## config.mk

```make
export PLATFORM = sky130hd
export DESIGN_NAME = lin_master_tx
export DESIGN_NICKNAME = d
export VERILOG_FILES = /design/src/rtl/lin_tx_pkg.sv /design/src/rtl/lin_tx_rst_sync.sv /design/src/rtl/lin_tx_hold.sv /design/src/rtl/lin_tx_brk.sv /design/src/rtl/lin_tx_shift.sv /design/src/rtl/lin_master_tx.sv
export SDC_FILE = /design/constraint.sdc
export NUM_CORES = 1
export LEC_CHECK = 0
export ABC_CLOCK_PERIOD_IN_PS = 2330
export BUFFER_PORTS_ARGS = -buffer_cell sky130_fd_sc_hd__buf_4
export CORE_UTILIZATION = 51
export CTS_CLUSTER_DIAMETER = 120
export DETAILED_ROUTE_END_ITERATION = 12
export HOLD_SLACK_MARGIN = 0.06
export MAX_ROUTING_LAYER = met4
export PLACE_DENSITY_LB_ADDON = 0.08
export REMOVE_ABC_BUFFERS = 1
export SYNTH_ARGS = -nofsm -noshare
export SYNTH_HDL_FRONTEND = slang
export SYNTH_SLANG_ARGS = --single-unit
```

## constraint.sdc

```tcl
create_clock -name clk -period 2.33 [get_ports clk]
set_input_delay 0.1165 -clock clk [delete_from_list [all_inputs] [get_ports clk]]
set_output_delay 0.1165 -clock clk [all_outputs]
set_load 0.01 [all_outputs]
```

## src/rtl/lin_tx_pkg.sv

```systemverilog
package lin_tx_pkg;

  typedef enum logic [1:0] {
    SH_IDLE  = 2'd0,
    SH_START = 2'd1,
    SH_DATA  = 2'd2,
    SH_STOP  = 2'd3
  } sh_state_e;

  typedef enum logic [1:0] {
    BK_IDLE  = 2'd0,
    BK_WAIT  = 2'd1,
    BK_LOW   = 2'd2,
    BK_DELIM = 2'd3
  } bk_state_e;

  localparam int MIN_BREAK_BITS = 13;

endpackage

```

## src/rtl/lin_tx_rst_sync.sv

```systemverilog
module lin_tx_rst_sync (
  input  logic clk,
  input  logic rst_n,
  output logic rst_sync_n
);

  logic [1:0] sync_q;

  always_ff @(posedge clk or negedge rst_n) begin
    if (!rst_n) begin
      sync_q <= 2'b00;
    end else begin
      sync_q <= {sync_q[0], 1'b1};
    end
  end

  assign rst_sync_n = sync_q[1];

endmodule

```

## src/rtl/lin_tx_hold.sv

```systemverilog
module lin_tx_hold #(
  parameter int DATA_W = 8
) (
  input  logic              clk,
  input  logic              rst_n,
  input  logic              wr_en,
  input  logic [DATA_W-1:0] wr_data,
  input  logic              take,
  output logic              full,
  output logic [DATA_W-1:0] data
);

  logic              full_q;
  logic              full_d;
  logic [DATA_W-1:0] data_q;
  logic              hold_we;

  assign hold_we = wr_en && !full_q;

  always_comb begin
    full_d = full_q;
    if (take) begin
      full_d = 1'b0;
    end
    if (hold_we) begin
      full_d = 1'b1;
    end
  end

  always_ff @(posedge clk or negedge rst_n) begin
    if (!rst_n) begin
      full_q <= 1'b0;
    end else begin
      full_q <= full_d;
    end
  end

  always_ff @(posedge clk or negedge rst_n) begin
    if (!rst_n) begin
      data_q <= '0;
    end else if (hold_we) begin
      data_q <= wr_data;
    end
  end

  assign full = full_q;
  assign data = data_q;

  AST_HOLD_TAKE_WHEN_FULL: assert property (@(posedge clk) disable iff (!rst_n)
    take |-> full_q);
  AST_HOLD_FULL_UNTIL_TAKE: assert property (@(posedge clk) disable iff (!rst_n)
    (full_q && !take) |=> full_q);

endmodule

```

## src/rtl/lin_tx_brk.sv

```systemverilog
module lin_tx_brk #(
  parameter int BRK_LEN = 13
) (
  input  logic clk,
  input  logic rst_n,
  input  logic baud_tick,
  input  logic req,
  input  logic sh_idle,
  output logic line_low,
  output logic delim,
  output logic block,
  output logic busy
);
  import lin_tx_pkg::*;

  localparam int CNT_W = (BRK_LEN > 2) ? $clog2(BRK_LEN) : 1;
  localparam logic [CNT_W-1:0] LAST_CNT = CNT_W'(BRK_LEN - 1);

  bk_state_e        st_q, st_d;
  logic [CNT_W-1:0] cnt_q, cnt_d;
  logic             cnt_en;

  always_comb begin
    st_d   = st_q;
    cnt_d  = cnt_q;
    cnt_en = 1'b0;
    unique case (st_q)
      BK_IDLE: begin
        if (req) begin
          st_d = BK_WAIT;
        end
      end
      BK_WAIT: begin
        if (baud_tick && sh_idle) begin
          st_d   = BK_LOW;
          cnt_d  = '0;
          cnt_en = 1'b1;
        end
      end
      BK_LOW: begin
        if (baud_tick) begin
          if (cnt_q == LAST_CNT) begin
            st_d = BK_DELIM;
          end else begin
            cnt_d  = cnt_q + 1'b1;
            cnt_en = 1'b1;
          end
        end
      end
      BK_DELIM: begin
        if (baud_tick) begin
          st_d = BK_IDLE;
        end
      end
      default: st_d = BK_IDLE;
    endcase
  end

  always_ff @(posedge clk or negedge rst_n) begin
    if (!rst_n) begin
      st_q <= BK_IDLE;
    end else begin
      st_q <= st_d;
    end
  end

  always_ff @(posedge clk or negedge rst_n) begin
    if (!rst_n) begin
      cnt_q <= '0;
    end else if (cnt_en) begin
      cnt_q <= cnt_d;
    end
  end

  assign line_low = (st_q == BK_LOW);
  assign delim    = (st_q == BK_DELIM);
  assign block    = (st_q == BK_WAIT) || (st_q == BK_LOW);
  assign busy     = (st_q != BK_IDLE);

  AST_BRK_CNT_RANGE: assert property (@(posedge clk) disable iff (!rst_n)
    cnt_q <= LAST_CNT);
  AST_BRK_WAITS_SHIFTER: assert property (@(posedge clk) disable iff (!rst_n)
    (st_q == BK_WAIT && !sh_idle) |=> (st_q != BK_LOW));

endmodule

```

## src/rtl/lin_tx_shift.sv

```systemverilog
module lin_tx_shift #(
  parameter int DATA_W = 8
) (
  input  logic              clk,
  input  logic              rst_n,
  input  logic              baud_tick,
  input  logic              stop_two,
  input  logic              hold_full,
  input  logic [DATA_W-1:0] hold_data,
  input  logic              blocked,
  output logic              take,
  output logic              idle,
  output logic              line
);
  import lin_tx_pkg::*;

  localparam int BIT_W = (DATA_W > 2) ? $clog2(DATA_W) : 1;
  localparam logic [BIT_W-1:0] LAST_BIT = BIT_W'(DATA_W - 1);

  sh_state_e         st_q, st_d;
  logic [DATA_W-1:0] sh_q, sh_d;
  logic [BIT_W-1:0]  bit_q, bit_d;
  logic              stp_q, stp_d;
  logic              can_load;
  logic              last_stop;

  assign can_load  = hold_full && !blocked;
  assign last_stop = stop_two ? stp_q : 1'b1;

  always_comb begin
    st_d  = st_q;
    sh_d  = sh_q;
    bit_d = bit_q;
    stp_d = stp_q;
    take  = 1'b0;
    unique case (st_q)
      SH_IDLE: begin
        if (can_load) begin
          st_d = SH_START;
          sh_d = hold_data;
          take = baud_tick;
        end
      end
      SH_START: begin
        st_d  = SH_DATA;
        bit_d = '0;
      end
      SH_DATA: begin
        sh_d = sh_q >> 1;
        if (bit_q == LAST_BIT) begin
          st_d  = SH_STOP;
          stp_d = 1'b0;
        end else begin
          bit_d = bit_q + 1'b1;
        end
      end
      SH_STOP: begin
        if (last_stop) begin
          if (can_load) begin
            st_d = SH_START;
            sh_d = hold_data;
            take = baud_tick;
          end else begin
            st_d = SH_IDLE;
          end
        end else begin
          stp_d = 1'b1;
        end
      end
      default: st_d = SH_IDLE;
    endcase
  end

  always_ff @(posedge clk or negedge rst_n) begin
    if (!rst_n) begin
      st_q  <= SH_IDLE;
      sh_q  <= '0;
      bit_q <= '0;
      stp_q <= 1'b0;
    end else if (baud_tick) begin
      st_q  <= st_d;
      sh_q  <= sh_d;
      bit_q <= bit_d;
      stp_q <= stp_d;
    end
  end

  assign idle = (st_q == SH_IDLE);
  assign line = (st_q == SH_START) ? 1'b0 :
                (st_q == SH_DATA)  ? sh_q[0] : 1'b1;

  AST_SH_STEP_ON_TICK: assert property (@(posedge clk) disable iff (!rst_n)
    !baud_tick |=> $stable(line));

endmodule

```

## src/rtl/lin_master_tx.sv

```systemverilog
module lin_master_tx #(
  parameter int DATA_W   = 8,
  parameter int BRK_BITS = 13
) (
  input  logic              clk,
  input  logic              rst_n,
  input  logic              baud_tick,
  input  logic              stop_two,
  input  logic              brk_start,
  input  logic              wr_en,
  input  logic [DATA_W-1:0] wr_data,
  output logic              tx_out,
  output logic              hold_empty,
  output logic              line_idle
);
  import lin_tx_pkg::*;

  localparam int BRK_LEN = (BRK_BITS < MIN_BREAK_BITS) ? MIN_BREAK_BITS : BRK_BITS;

  logic              rst_sync_n;
  logic              hold_full;
  logic [DATA_W-1:0] hold_data;
  logic              take;
  logic              sh_idle;
  logic              sh_line;
  logic              brk_low;
  logic              brk_delim;
  logic              brk_block;
  logic              brk_busy;
  logic              brk_req;

  lin_tx_rst_sync u_rst (
    .clk        (clk),
    .rst_n      (rst_n),
    .rst_sync_n (rst_sync_n)
  );

  lin_tx_hold #(.DATA_W(DATA_W)) u_hold (
    .clk     (clk),
    .rst_n   (rst_sync_n),
    .wr_en   (wr_en),
    .wr_data (wr_data),
    .take    (take),
    .full    (hold_full),
    .data    (hold_data)
  );

  lin_tx_brk #(.BRK_LEN(BRK_LEN)) u_brk (
    .clk       (clk),
    .rst_n     (rst_sync_n),
    .baud_tick (baud_tick),
    .req       (brk_req),
    .sh_idle   (sh_idle),
    .line_low  (brk_low),
    .delim     (brk_delim),
    .block     (brk_block),
    .busy      (brk_busy)
  );

  lin_tx_shift #(.DATA_W(DATA_W)) u_shift (
    .clk       (clk),
    .rst_n     (rst_sync_n),
    .baud_tick (baud_tick),
    .stop_two  (stop_two),
    .hold_full (hold_full),
    .hold_data (hold_data),
    .blocked   (brk_block),
    .take      (take),
    .idle      (sh_idle),
    .line      (sh_line)
  );

  assign line_idle  = !hold_full && sh_idle && !brk_busy;
  assign brk_req    = brk_start && line_idle;
  assign hold_empty = !hold_full;
  assign tx_out     = brk_low ? 1'b0 : sh_line;

  AST_BRK_SHIFT_EXCL: assert property (@(posedge clk) disable iff (!rst_sync_n)
    brk_low |-> sh_idle);
  AST_DELIM_HIGH: assert property (@(posedge clk) disable iff (!rst_sync_n)
    brk_delim |-> tx_out);
  AST_TXE_RISE_HIGH: assert property (@(posedge clk) disable iff (!rst_sync_n)
    $rose(line_idle) |-> tx_out);

endmodule

```

After elaboration in Yosys (flattened, before gate mapping)

Index checks and enable logic that the tools add are counted.

Add/sub/neg operators: 2
Multiplexer cells: 36
Equal/unequal tests: 19
Reduce and logical (&&, ||, !) cells: 24

Operators with widths:

| kind                  | number |
|---|---|
| $pmux W8 S3           | 1 |
| $mux W2               | 8 |
| $mux W8               | 2 |
| $pmux W2 S4           | 2 |
| $mux W1               | 14 |
| $mux W4               | 3 |
| $ne A2 B2 Y1 const B  | 6 |
| $ne A2 B1 Y1 const B  | 5 |
| $reduce_and A5 Y1     | 2 |
| $reduce_bool A2 Y1    | 5 |
| $eq A2 B2 Y1 const B  | 4 |
| $pmux W4 S2           | 1 |
| $reduce_and A4 Y1     | 2 |
| $logic_and A1 B1 Y1   | 6 |
| $pmux W1 S2           | 3 |
| $pmux W3 S2           | 1 |
| $reduce_and A3 Y1     | 2 |
| $add A4 B1 Y4 const B | 1 |
| $eq A2 B1 Y1 const B  | 2 |
| $eq A4 B4 Y1 const B  | 1 |
| $logic_not A2 Y1      | 2 |
| $add A3 B1 Y3 const B | 1 |
| $eq A3 B3 Y1 const B  | 1 |
| $logic_not A1 Y1      | 3 |
| other kinds (3)       | 3 |

Output and inout port bits: 3
Bits in registers: 31
Logic and storage cells: 90

Depth between registers and ports, before layout

Depth in word-level cells: 9
Depth in mapped cells: 7

Cells and area by module

Synthesis repeated with hierarchy kept, for this count alone.

Cells, all modules: 149
Area total of the unflattened synthesis: 1754.2 µm²

By module, submodules not included:

| module          | instances | cells each | area each (µm²) |
|---|---|---|---|
| lin_tx_shift    | 1         | 81         | 882.1 |
| lin_tx_brk      | 1         | 40         | 414.1 |
| lin_tx_hold     | 1         | 21         | 374.1 |
| lin_tx_rst_sync | 1         | 3          | 53.8 |
| lin_master_tx   | 1         | 4          | 30.0 |

Least setup slack after synthesis

Ideal clock, no wire load.

Path type: flip-flop to flip-flop
From: register u_brk.st_q[0]
To: register u_shift.st_q[0]
Data required time: 2.197 ns
Path slack: 0.697 ns
Setup time: 0.133 ns
Arrival time: 1.500 ns
Stages on the path, launching flop included: 7
Cells stage by stage: dfrtp_1 inv_1 ha_1 nor2b_4 o2111ai_2 a2111oi_2 a21oi_1

Longest elaborated chain between the ends: 7

Ends and longest elaborated chain:

| what                                                | RTL line           | text |
|---|---|---|
| start: declaration                                  | lin_tx_brk.sv:19   | `bk_state_e st_q, st_d;` |
| start signal: assignment                            | lin_tx_brk.sv:63   | `st_q <= st_d;` |
| $eq A2 B1 Y1 / $eq A2 B2 Y1 (equally long branches) | lin_tx_brk.sv:77   | `assign block = (st_q == BK_WAIT) \|\| (st_q == BK_LOW);` |
| $logic_or A1 B1 Y1 *                                | lin_tx_brk.sv:77   |  |
| $logic_not A1 Y1 *                                  | lin_tx_shift.sv:27 | `assign can_load = hold_full && !blocked;` |
| $logic_and A1 B1 Y1 *                               | lin_tx_shift.sv:27 |  |
| $mux W1                                             | lin_tx_shift.sv:59 | `if (can_load) begin` |
| $mux W2                                             | lin_tx_shift.sv:58 | `if (last_stop) begin` |
| $pmux W2 S4                                         | lin_tx_shift.sv:36 | `unique case (st_q)` |
| end signal: assignment                              | lin_tx_shift.sv:81 | `st_q <= st_d;` |
| end: declaration                                    | lin_tx_shift.sv:20 | `sh_state_e st_q, st_d;` |

Every way passes the cells marked *; elsewhere a longest branch is shown, timed or not. The select of a mux whose other input is x is not followed.
A chain may end at the register's enable or synchronous reset.

Final worst setup path

Ends and elaborated chain as after synthesis.

==> results.toml <==
[setup_path]
end_kind = "flip-flop"
ff2ff_path_depth = 6
startpoint_type = "flip-flop"
r2r_start = "u_brk.st_q[0]"
rr_endpoint = "u_shift.st_q[0]"
rrSetupSlack_ns = 0.52
path_max_fanout = 5
required_ns = 2.55
startpoint = "u_brk.st_q[0]"
worstSetupPathType = "flip-flop to flip-flop"
arrival_ns = 2.03

[logic_synthesis]
syn_inst = 145
ys_ff_latch = 31
ys_types = 39
synth-edff-count = 0
ys.flop_type = "dfrtp_1"
yosys_warnings = 0
syn_area_sq_um = 1702
async_flop_share = 1.000
seq_area_frac_synth = 0.4559
avgSynthCellArea_sq_um = 11.74

[global_routing]
gr-usage-all-layers = 0.2101
grt_max_degree = 30
grt_pass1_wl_um = 5154
grt_pass1_vias = 1190
grt_overflow_total = 0
antenna_found_initial = 0

[clocking]
cts_resized = 0
cts_made_buffers = 5
clock_latency_ns = 0.34
cts-root-buf = "clkbuf_4"
clockBufferDepth = 2
clock-sinks = 31
htreeDepth = 2
cts.clk_slew.worst_paths_ns = 0.10
tritoncts = "built"

[power]
vdd_drop_max_mv = 0.5484
p_sw_frac = 0.3919
p_int_mw = 1.560
power_mw = 2.565
power_switching_mw = 1.005
seqPwrFrac = 0.374
power_density_nw_per_um2 = 1266
combPwrFrac = 0.483
pwr-share-clk = 0.143
p_leak_nw = 0.9327

[floorplan]
initial_utilization = 0.5484
die_h_um = 59.76
die-width_um = 59.76
core-area_sq_um = 3103
io_pins = 17
num_rows = 20
dieArea_sq_um = 3571

[layout]
n_antenna_cell = 0
final_common_cell = "dfrtp_1"
fin_area_sq_um = 2026
drive_gt1_frac = 0.2727
nets = 202
final_cell_mix = "31 x dfrtp_1, 18 x buf_4, 13 x ha_1"
area_growth_pct = 19.04
fillers = 266
multi_input_area_sq_um = 845.8
seqCellArea_sq_um = 775.7

[min_path]
hold_path.startpoint = "stop_two"
min_path_cells = 3
min_to = "u_shift.stp_q"
hp-class = "input port to flip-flop"

[place]
placed_area_sq_um = 1853
place_congestion = 0.8128
hpwl_um = 2151
numPortBuffers = 16

[routing]
wl_per_cell_um = 13.66
dr.pass1.iters = 4
dr_total_vias = 1199
vias_per_cell = 5.450
drt_iter0_drc = 43
routed_wirelength_um = 3006
drcViolationCount = 0
ant_nets = 0

[sta]
finalClockSkew_ns = 0.006737
report.final.slew_viol_count = 0
fmax_mhz = 552.5
fin_crit_sh = 0.7769
rsz0062_at_grt = "no"
setup_viol = 0
tns_ns = 0
hold_viol = 0
period_minus_slack_ns = 1.810

[job]
max_cap_viol_count = 0

[run_status]
status = "finished, final reports clean"
kinds of logic (layout without fill, tap and decap cells):
| kind of cell | Yosys count | count (layout) | share of synthesized area |
|---|---|---|---|
| buffers and inverters | 16 | 47 | 0.04705 |
| AOI/OAI and AO/OA | 36 | 36 | 0.1757 |
| DFF | 31 | 31 | 0.4559 |
| adders and majority gates | 13 | 13 | 0.09559 |
| other | 1 | 1 | 0.002204 |
| and+or+nand+nor | 30 | 30 | 0.1096 |
| muxes | 18 | 18 | 0.1140 |
critical path: stages, from the launching register on:
cell and delay (ns):
dfrtp_1 0.41, inv_1 0.08, ha_1 0.38, nor2b_4 0.20, o2111ai_2 0.17, a2111oi_2 0.38, a21oi_1 0.07
metrics by stage:
step	std cells	worst slack, ns	util	hold WS (ns)
3_3_place_gp	202	0.6301	0.5972	-0.1019
4_1_cts	220	0.5002	0.6528	0.1086
2_1_floorplan	140	0.5338	-	-0.1791
3_5_place_dp	202	0.5345	0.5972	-0.1006
6_report	220	0.5199	0.6528	0.1129
5_1_grt	220	0.3770	0.6528	0.1730
worst max-delay path by stage:
stage                            to  slack (ns)  cells past startpoint
floorplan           u_shift.st_q[1]        0.53                      5
global placement    u_shift.st_q[0]        0.63                      6
detailed placement  u_shift.st_q[0]        0.53                      6
CTS                 u_shift.st_q[0]        0.50                      6
global route        u_shift.st_q[0]        0.38                      6
finish              u_shift.st_q[0]        0.52                      6
synthesized netlist by cell type, types with 2 or more instances:
cell	instances	area share
nand2b_1	5	0.018
o21ai_1	5	0.015
mux2_2	10	0.066
nand3_1	4	0.012
a21oi_1	4	0.012
o21ai_0	7	0.021
buf_2	2	0.0059
mux2i_1	7	0.041
a22o_1	5	0.026
nand2_1	10	0.022
a22o_2	2	0.012
inv_1	11	0.024
buf_4	2	0.0088
o21bai_1	2	0.0088
dfrtp_1	31	0.46
ha_1	13	0.096
and3_1	3	0.011
per-layer routing:
layer / vias up / global-route usage / wire length, um
met5: - / - / 0
met4: 0 / 0.1362 / 93
met3: 10 / 0.04762 / 98
met2: 25 / 0.3190 / 1496
met1: 585 / 0.2504 / 1317
li1: 579 / - / -
sequential cells by signal, summed over array words and instances (netlist names):
signal / cells
u_shift.bit_q: 3
u_hold.data: 8
u_shift.sh_q: 8
u_brk.cnt_q: 4
u_rst.sync_q: 2
u_shift.st_q: 2
u_shift.stp_q: 1
u_brk.st_q: 2
u_hold.full: 1
layout make-up:
cell class,instances,share of cell area
Clock buffer,7,0.03212
Clock inverter,1,0.003706
Inverter,11,0.02038
Multi-Input combinational cell,98,0.4175
Sequential cell,31,0.3830
Tap cell,44,0.02718
Timing Repair Buffer,28,0.1161
timing repair:
action,in CTS,in global routing
buffers inserted,0,0
hold endpoints to repair,10,0
hold buffers,10,0
power groups by stage:
stage	logic [mW]	registers (mW)	clock network, mW
final	1.24	0.959	0.367
after global routing	1.38	0.992	0.407
after CTS	1.25	0.961	0.384
after detailed placement	1.23	0.972	0
after global placement	1.18	0.956	0
after floorplan	0.960	0.932	0
(Power assumes the default switching activity.)
